==> src/rtl/fcc_pkg.sv <==
package fcc_pkg;
  localparam int unsigned CSR_W       = 32;
  localparam int unsigned POS_W       = $clog2(CSR_W);
  localparam int unsigned CC_CNT      = 8;
  localparam int unsigned CC_SEL_W    = $clog2(CC_CNT);
  localparam int unsigned CC0_BIT     = 23;
  localparam int unsigned CC_HI_BASE  = 24;
  localparam int unsigned UNIMP_BIT   = 17;
  localparam int unsigned CAUSE_LO    = 12;
  localparam int unsigned ENABLE_LO   = 7;
  localparam int unsigned TRAP_FIELDS = 5;

  typedef logic [CSR_W-1:0] csr_t;

  // Map a flag number to its bit position in the status word
  function automatic logic [POS_W-1:0] cc_pos(input logic [CC_SEL_W-1:0] sel);
    if (sel == '0) return POS_W'(CC0_BIT);
    return POS_W'(CC_HI_BASE + 32'(sel));
  endfunction

  // One-hot mask of the word bit that a flag number selects
  function automatic csr_t cc_onehot(input logic [CC_SEL_W-1:0] sel);
    csr_t m;
    m = '0;
    for (int k = 0; k < CC_CNT; k++)
      if (sel == CC_SEL_W'(k)) m[cc_pos(CC_SEL_W'(k))] = 1'b1;
    return m;
  endfunction
endpackage

==> src/rtl/fcc_word_reg.sv <==
module fcc_word_reg
  import fcc_pkg::*;
(
  input  logic                clk,
  input  logic                rst_n,
  input  logic                word_we,
  input  csr_t                word_wdata,
  input  logic                cc_we,
  input  logic [CC_SEL_W-1:0] cc_wsel,
  input  logic                cc_wval,
  output csr_t                q
);
  csr_t hit_mask;
  csr_t base;
  csr_t nxt;

  always_comb begin
    hit_mask = cc_we ? cc_onehot(cc_wsel) : '0;
    base     = word_we ? word_wdata : q;
    // flag write overrides the word load on its own bit only
    nxt      = (base & ~hit_mask) | (hit_mask & {CSR_W{cc_wval}});
  end

  always_ff @(posedge clk) begin
    if (!rst_n) q <= '0;
    else        q <= nxt;
  end

  AST_CC_LANDS: assert property (@(posedge clk) disable iff (!rst_n)
    cc_we |=> q[cc_pos($past(cc_wsel))] == $past(cc_wval));
  AST_CC_ISOLATED: assert property (@(posedge clk) disable iff (!rst_n)
    (cc_we && !word_we) |=> $countones(q ^ $past(q)) <= 1);
  AST_WORD_LOAD: assert property (@(posedge clk) disable iff (!rst_n)
    (word_we && !cc_we) |=> q == $past(word_wdata));
  AST_WORD_YIELDS: assert property (@(posedge clk) disable iff (!rst_n)
    (word_we && cc_we) |=> ((q ^ $past(word_wdata)) & ~cc_onehot($past(cc_wsel))) == '0);
  AST_IDLE_HOLDS: assert property (@(posedge clk) disable iff (!rst_n)
    (!word_we && !cc_we) |=> $stable(q));
endmodule

==> src/rtl/fcc_cc_mux.sv <==
module fcc_cc_mux
  import fcc_pkg::*;
(
  input  logic [CC_CNT-1:0]   cc_vec,
  input  logic [CC_SEL_W-1:0] sel,
  output logic                bit_out
);
  assign bit_out = cc_vec[sel];
endmodule

==> src/rtl/fcc_trap_det.sv <==
module fcc_trap_det
  import fcc_pkg::*;
(
  input  logic                   clk,
  input  logic                   rst_n,
  input  logic                   unimp,
  input  logic [TRAP_FIELDS-1:0] cause,
  input  logic [TRAP_FIELDS-1:0] enable,
  output logic                   req
);
  logic pending;

  assign pending = unimp | (|(cause & enable));

  always_ff @(posedge clk) begin
    if (!rst_n) req <= 1'b0;
    else        req <= pending;
  end

  AST_UNIMP_RAISES: assert property (@(posedge clk) disable iff (!rst_n)
    unimp |=> req);
  AST_PAIR_RAISES: assert property (@(posedge clk) disable iff (!rst_n)
    (|(cause & enable)) |=> req);
  AST_MASKED_QUIET: assert property (@(posedge clk) disable iff (!rst_n)
    (!unimp && ((cause & enable) == '0)) |=> !req);
endmodule

==> src/rtl/fcc_csr_top.sv <==
module fcc_csr_top
  import fcc_pkg::*;
(
  input  logic                clk,
  input  logic                rst_n,
  input  logic                word_we,
  input  logic [CSR_W-1:0]    word_wdata,
  input  logic                cc_we,
  input  logic [CC_SEL_W-1:0] cc_wsel,
  input  logic                cc_wval,
  input  logic [CC_SEL_W-1:0] cc_rsel,
  output logic                cc_rdata,
  output logic                exc_req,
  output logic [CSR_W-1:0]    csr_q
);
  csr_t              word;
  logic [CC_CNT-1:0] cc_vec;

  fcc_word_reg u_reg (
    .clk        (clk),
    .rst_n      (rst_n),
    .word_we    (word_we),
    .word_wdata (word_wdata),
    .cc_we      (cc_we),
    .cc_wsel    (cc_wsel),
    .cc_wval    (cc_wval),
    .q          (word)
  );

  for (genvar k = 0; k < CC_CNT; k++) begin : g_cc
    localparam int unsigned P = (k == 0) ? CC0_BIT : CC_HI_BASE + k;
    assign cc_vec[k] = word[P];
  end

  fcc_cc_mux u_mux (
    .cc_vec  (cc_vec),
    .sel     (cc_rsel),
    .bit_out (cc_rdata)
  );

  fcc_trap_det u_trap (
    .clk    (clk),
    .rst_n  (rst_n),
    .unimp  (word[UNIMP_BIT]),
    .cause  (word[CAUSE_LO +: TRAP_FIELDS]),
    .enable (word[ENABLE_LO +: TRAP_FIELDS]),
    .req    (exc_req)
  );

  assign csr_q = word;

  AST_RESET_CLEAR: assert property (@(posedge clk)
    !rst_n |=> (csr_q == '0 && !exc_req));
endmodule

==> config.mk <==
export PLATFORM = sky130hd
export DESIGN_NAME = fcc_csr_top
export DESIGN_NICKNAME = d
export VERILOG_FILES = /design/src/rtl/fcc_pkg.sv /design/src/rtl/fcc_word_reg.sv /design/src/rtl/fcc_cc_mux.sv /design/src/rtl/fcc_trap_det.sv /design/src/rtl/fcc_csr_top.sv
export SDC_FILE = /design/constraint.sdc
export NUM_CORES = 1
export LEC_CHECK = 0
export BUFFER_PORTS_ARGS = -buffer_cell sky130_fd_sc_hd__buf_2
export CAP_MARGIN = 20
export CORE_UTILIZATION = 39
export DETAILED_ROUTE_END_ITERATION = 8
export GPL_TIMING_DRIVEN = 0
export MAX_ROUTING_LAYER = met4
export PLACE_DENSITY = 0.75
export SYNTH_ARGS = -nofsm -noshare
export SYNTH_HDL_FRONTEND = slang
export SYNTH_SLANG_ARGS = --single-unit
==> constraint.sdc <==
create_clock -name clk -period 1.1 [get_ports clk]
set_input_delay 0.11 -clock clk [delete_from_list [all_inputs] [get_ports clk]]
set_output_delay 0.11 -clock clk [all_outputs]
set_load 0.03 [all_outputs]
==> results.txt <==
Hold WS = 0.0151 ns
critical path capture point type = primary output
Clock power frac = 0.308
DR WL met2 = 1680 um
CTS tree = built
worst setup path category = register to primary output
critical path, cell by cell = mux4_2 > mux2_4 > buf_6
Switching Share = 0.283
Diodes inserted = 0
P&R area growth vs syn = 50.5%
met1 wire length = 1360 um
Synth cell types = 17
placed insts = 250
initial core utilization = 0.410
DRC errors left = 0
max-slew violation count = 0
Setup TNS Final = -0.562 ns
Hold Path Class = primary input to register
Int Power = 1.99 mW
RSZ-0062 raised after global routing = true
Worst Setup Start Kind = register
final hold viol count = 0
post-layout instance area = 2060 sq um
Synth Cell Area = 1370 sq um
final std cells w/o fill = 273
Power, Total = 2.78 mW
Final Util = 0.618
WL final = 3350 um
Period minus WS final = 1.66 ns
Combinational Power Share = 0.216
worst-skew pair later-pin latency = 0.33 ns
status = finished with violations
clk root buf = clkbuf_4
Mapped Cells = 130
clk sinks = 33
Area after DPL = 1810 sq um
Top Metal Used = met4
violated checks = negative setup slack
multi-input combinational cell area = 663 sq um
vias in the first global route = 1168
pwr dens = 1350 nW/um^2
LEAKAGE = 1.04 nW
Global Route Usage Sum = 0.192
Worst path max stage delay = 0.46 ns
Die Area = 3750 sq um
Met3 Wirelength = 256 um
FILL cells = 308
WHS Endpoint = u_reg.q[13]$_SDFFE_PN0P_
global route overflow = 0
worst hold start = word_wdata[13]
Crit-path slowest cell = mux4_2
register area share after synthesis = 0.483
vias per cell = 4.92
#FFs+latches synth = 33
switching power = 786 uW
clk slew on worst S/H paths = 0.10 ns
commonest non-fill, non-tap cell in the layout = buf_2
Top delay family on crit path = multiplexers
Routed Antenna Nets = 0
R2R cell count = 3
Port Buffers = 74
DR WL/cell = 12.3 um
# rows = 21
worst setup margin = -0.562 ns
Sequential Area = 674 sq um
gpl congestion = 0.664
Setup Viol. Count Final = 1
max cap viols = 0
CP required = 0.99 ns
core area = 3340 sq um
initial antenna violation count = 0
Die H = 61.2 um
dpl ws = -0.223 ns
most frequent cells in the layout = buf_2 (73), mux2i_1 (32), nor2_1 (32)
Nets = 269
Peak Freq = 0.602 GHz
Worst slew margin = 0.692
Starting DRT DRC Count = 28
DP HPWL = 2410 um
Slew @ Worst Pin = 0.462 ns
Num CTS Buffers = 5
Buf/Inv on CP = 1
clock buffer depth = 2
sequential share of power = 0.476
share of cells above drive strength 1 = 0.441
length of the first detailed-routing pass in iterations = 4
syn_nets = 173
Syn. warnings = 0
Max Fanout on Critical Path = 3
Final Cycle Share = 1.51
largest net degree at the start of global routing = 11
r2r setup slk = 0.29 ns
peak supply drop = 0.827 mV
clk_skew = 0.00271 ns
hold path depth = 3
H-tree depth = 2
Die X = 61.2 um
global-route wire length before repair = 4880 um
mean post-synth cell area = 10.5 sq um
arrival time at the worst endpoint = 1.55 ns
Top-Level Pins = 77
total number of vias = 1342
==> how the worst max path moves through the flow <==
stage,from,to,slack (ns),cells past startpoint
after floorplan,register,cc_rdata,-0.16,2
after global placement,register,cc_rdata,-0.22,3
after detailed placement,register,cc_rdata,-0.22,3
after CTS,register,cc_rdata,-0.59,3
after global routing,register,cc_rdata,-0.62,3
final,register,cc_rdata,-0.56,3
==> worst min-delay path: cells and delay by family <==
| kind | cells | cell delay, ns |
|---|---|---|
| buf+inv | 1 | 0.08 |
| simple gates | 1 | 0.07 |
| mux | 1 | 0.06 |
==> power by group through the flow <==
stage / clock network [mW] / logic (mW) / registers [mW]
2_1_floorplan: 0 / 0.206 / 1.49
3_3_place_gp: 0 / 0.537 / 1.35
3_5_place_dp: 0 / 0.547 / 1.35
4_1_cts: 0.902 / 0.597 / 1.32
5_1_grt: 0.943 / 0.649 / 1.33
6_report: 0.855 / 0.601 / 1.32
==> cells by family after synthesis <==
kind of cell | count (synthesis) | share of synthesized area
muxes | 35 | 0.275
AOI/OAI and AO/OA | 12 | 0.0631
buffers and inverters | 10 | 0.0356
and+or+nand+nor | 40 | 0.144
DFF | 33 | 0.483
==> metal layers <==
| layer | track usage | vias up |
|---|---|---|
| met1 | 0.182 | 615 |
| met2 | 0.349 | 61 |
| met4 | 0.107 | 0 |
| met5 | - | - |
| li1 | - | 659 |
| met3 | 0.0483 | 7 |
==> final cells by class <==
type / instances / area share
Sequential cell: 33 / 0.327
Multi-Input combinational cell: 87 / 0.322
Timing Repair Buffer: 89 / 0.260
Clock buffer: 8 / 0.0389
Tap cell: 46 / 0.0279
Buffer: 9 / 0.0219
Inverter: 1 / 0.00182
==> timing repair <==
item,CTS,global route
cloned,0,0
pin swaps,0,0
setup endpoints to repair,2,3
hold endpoints to repair,13,0
resized for setup,6,2
buffers inserted,1,1
hold buffers,13,0
==> cells in the mapped netlist, drive strengths merged <==
master | n | share of area
dfxtp | 33 | 0.48
mux2i | 32 | 0.23
nor2 | 32 | 0.088
a211oi | 8 | 0.044
buf | 5 | 0.022
clkbuf | 4 | 0.011
nand4b | 3 | 0.019
nand4bb | 3 | 0.025
a22oi | 2 | 0.011
mux4 | 2 | 0.033
a21oi | 1 | 0.0037
a31oi | 1 | 0.0046
inv | 1 | 0.0027
mux2 | 1 | 0.0082
nand4 | 1 | 0.0046
or4b | 1 | 0.0073
Power figures use the tool's default switching activity.
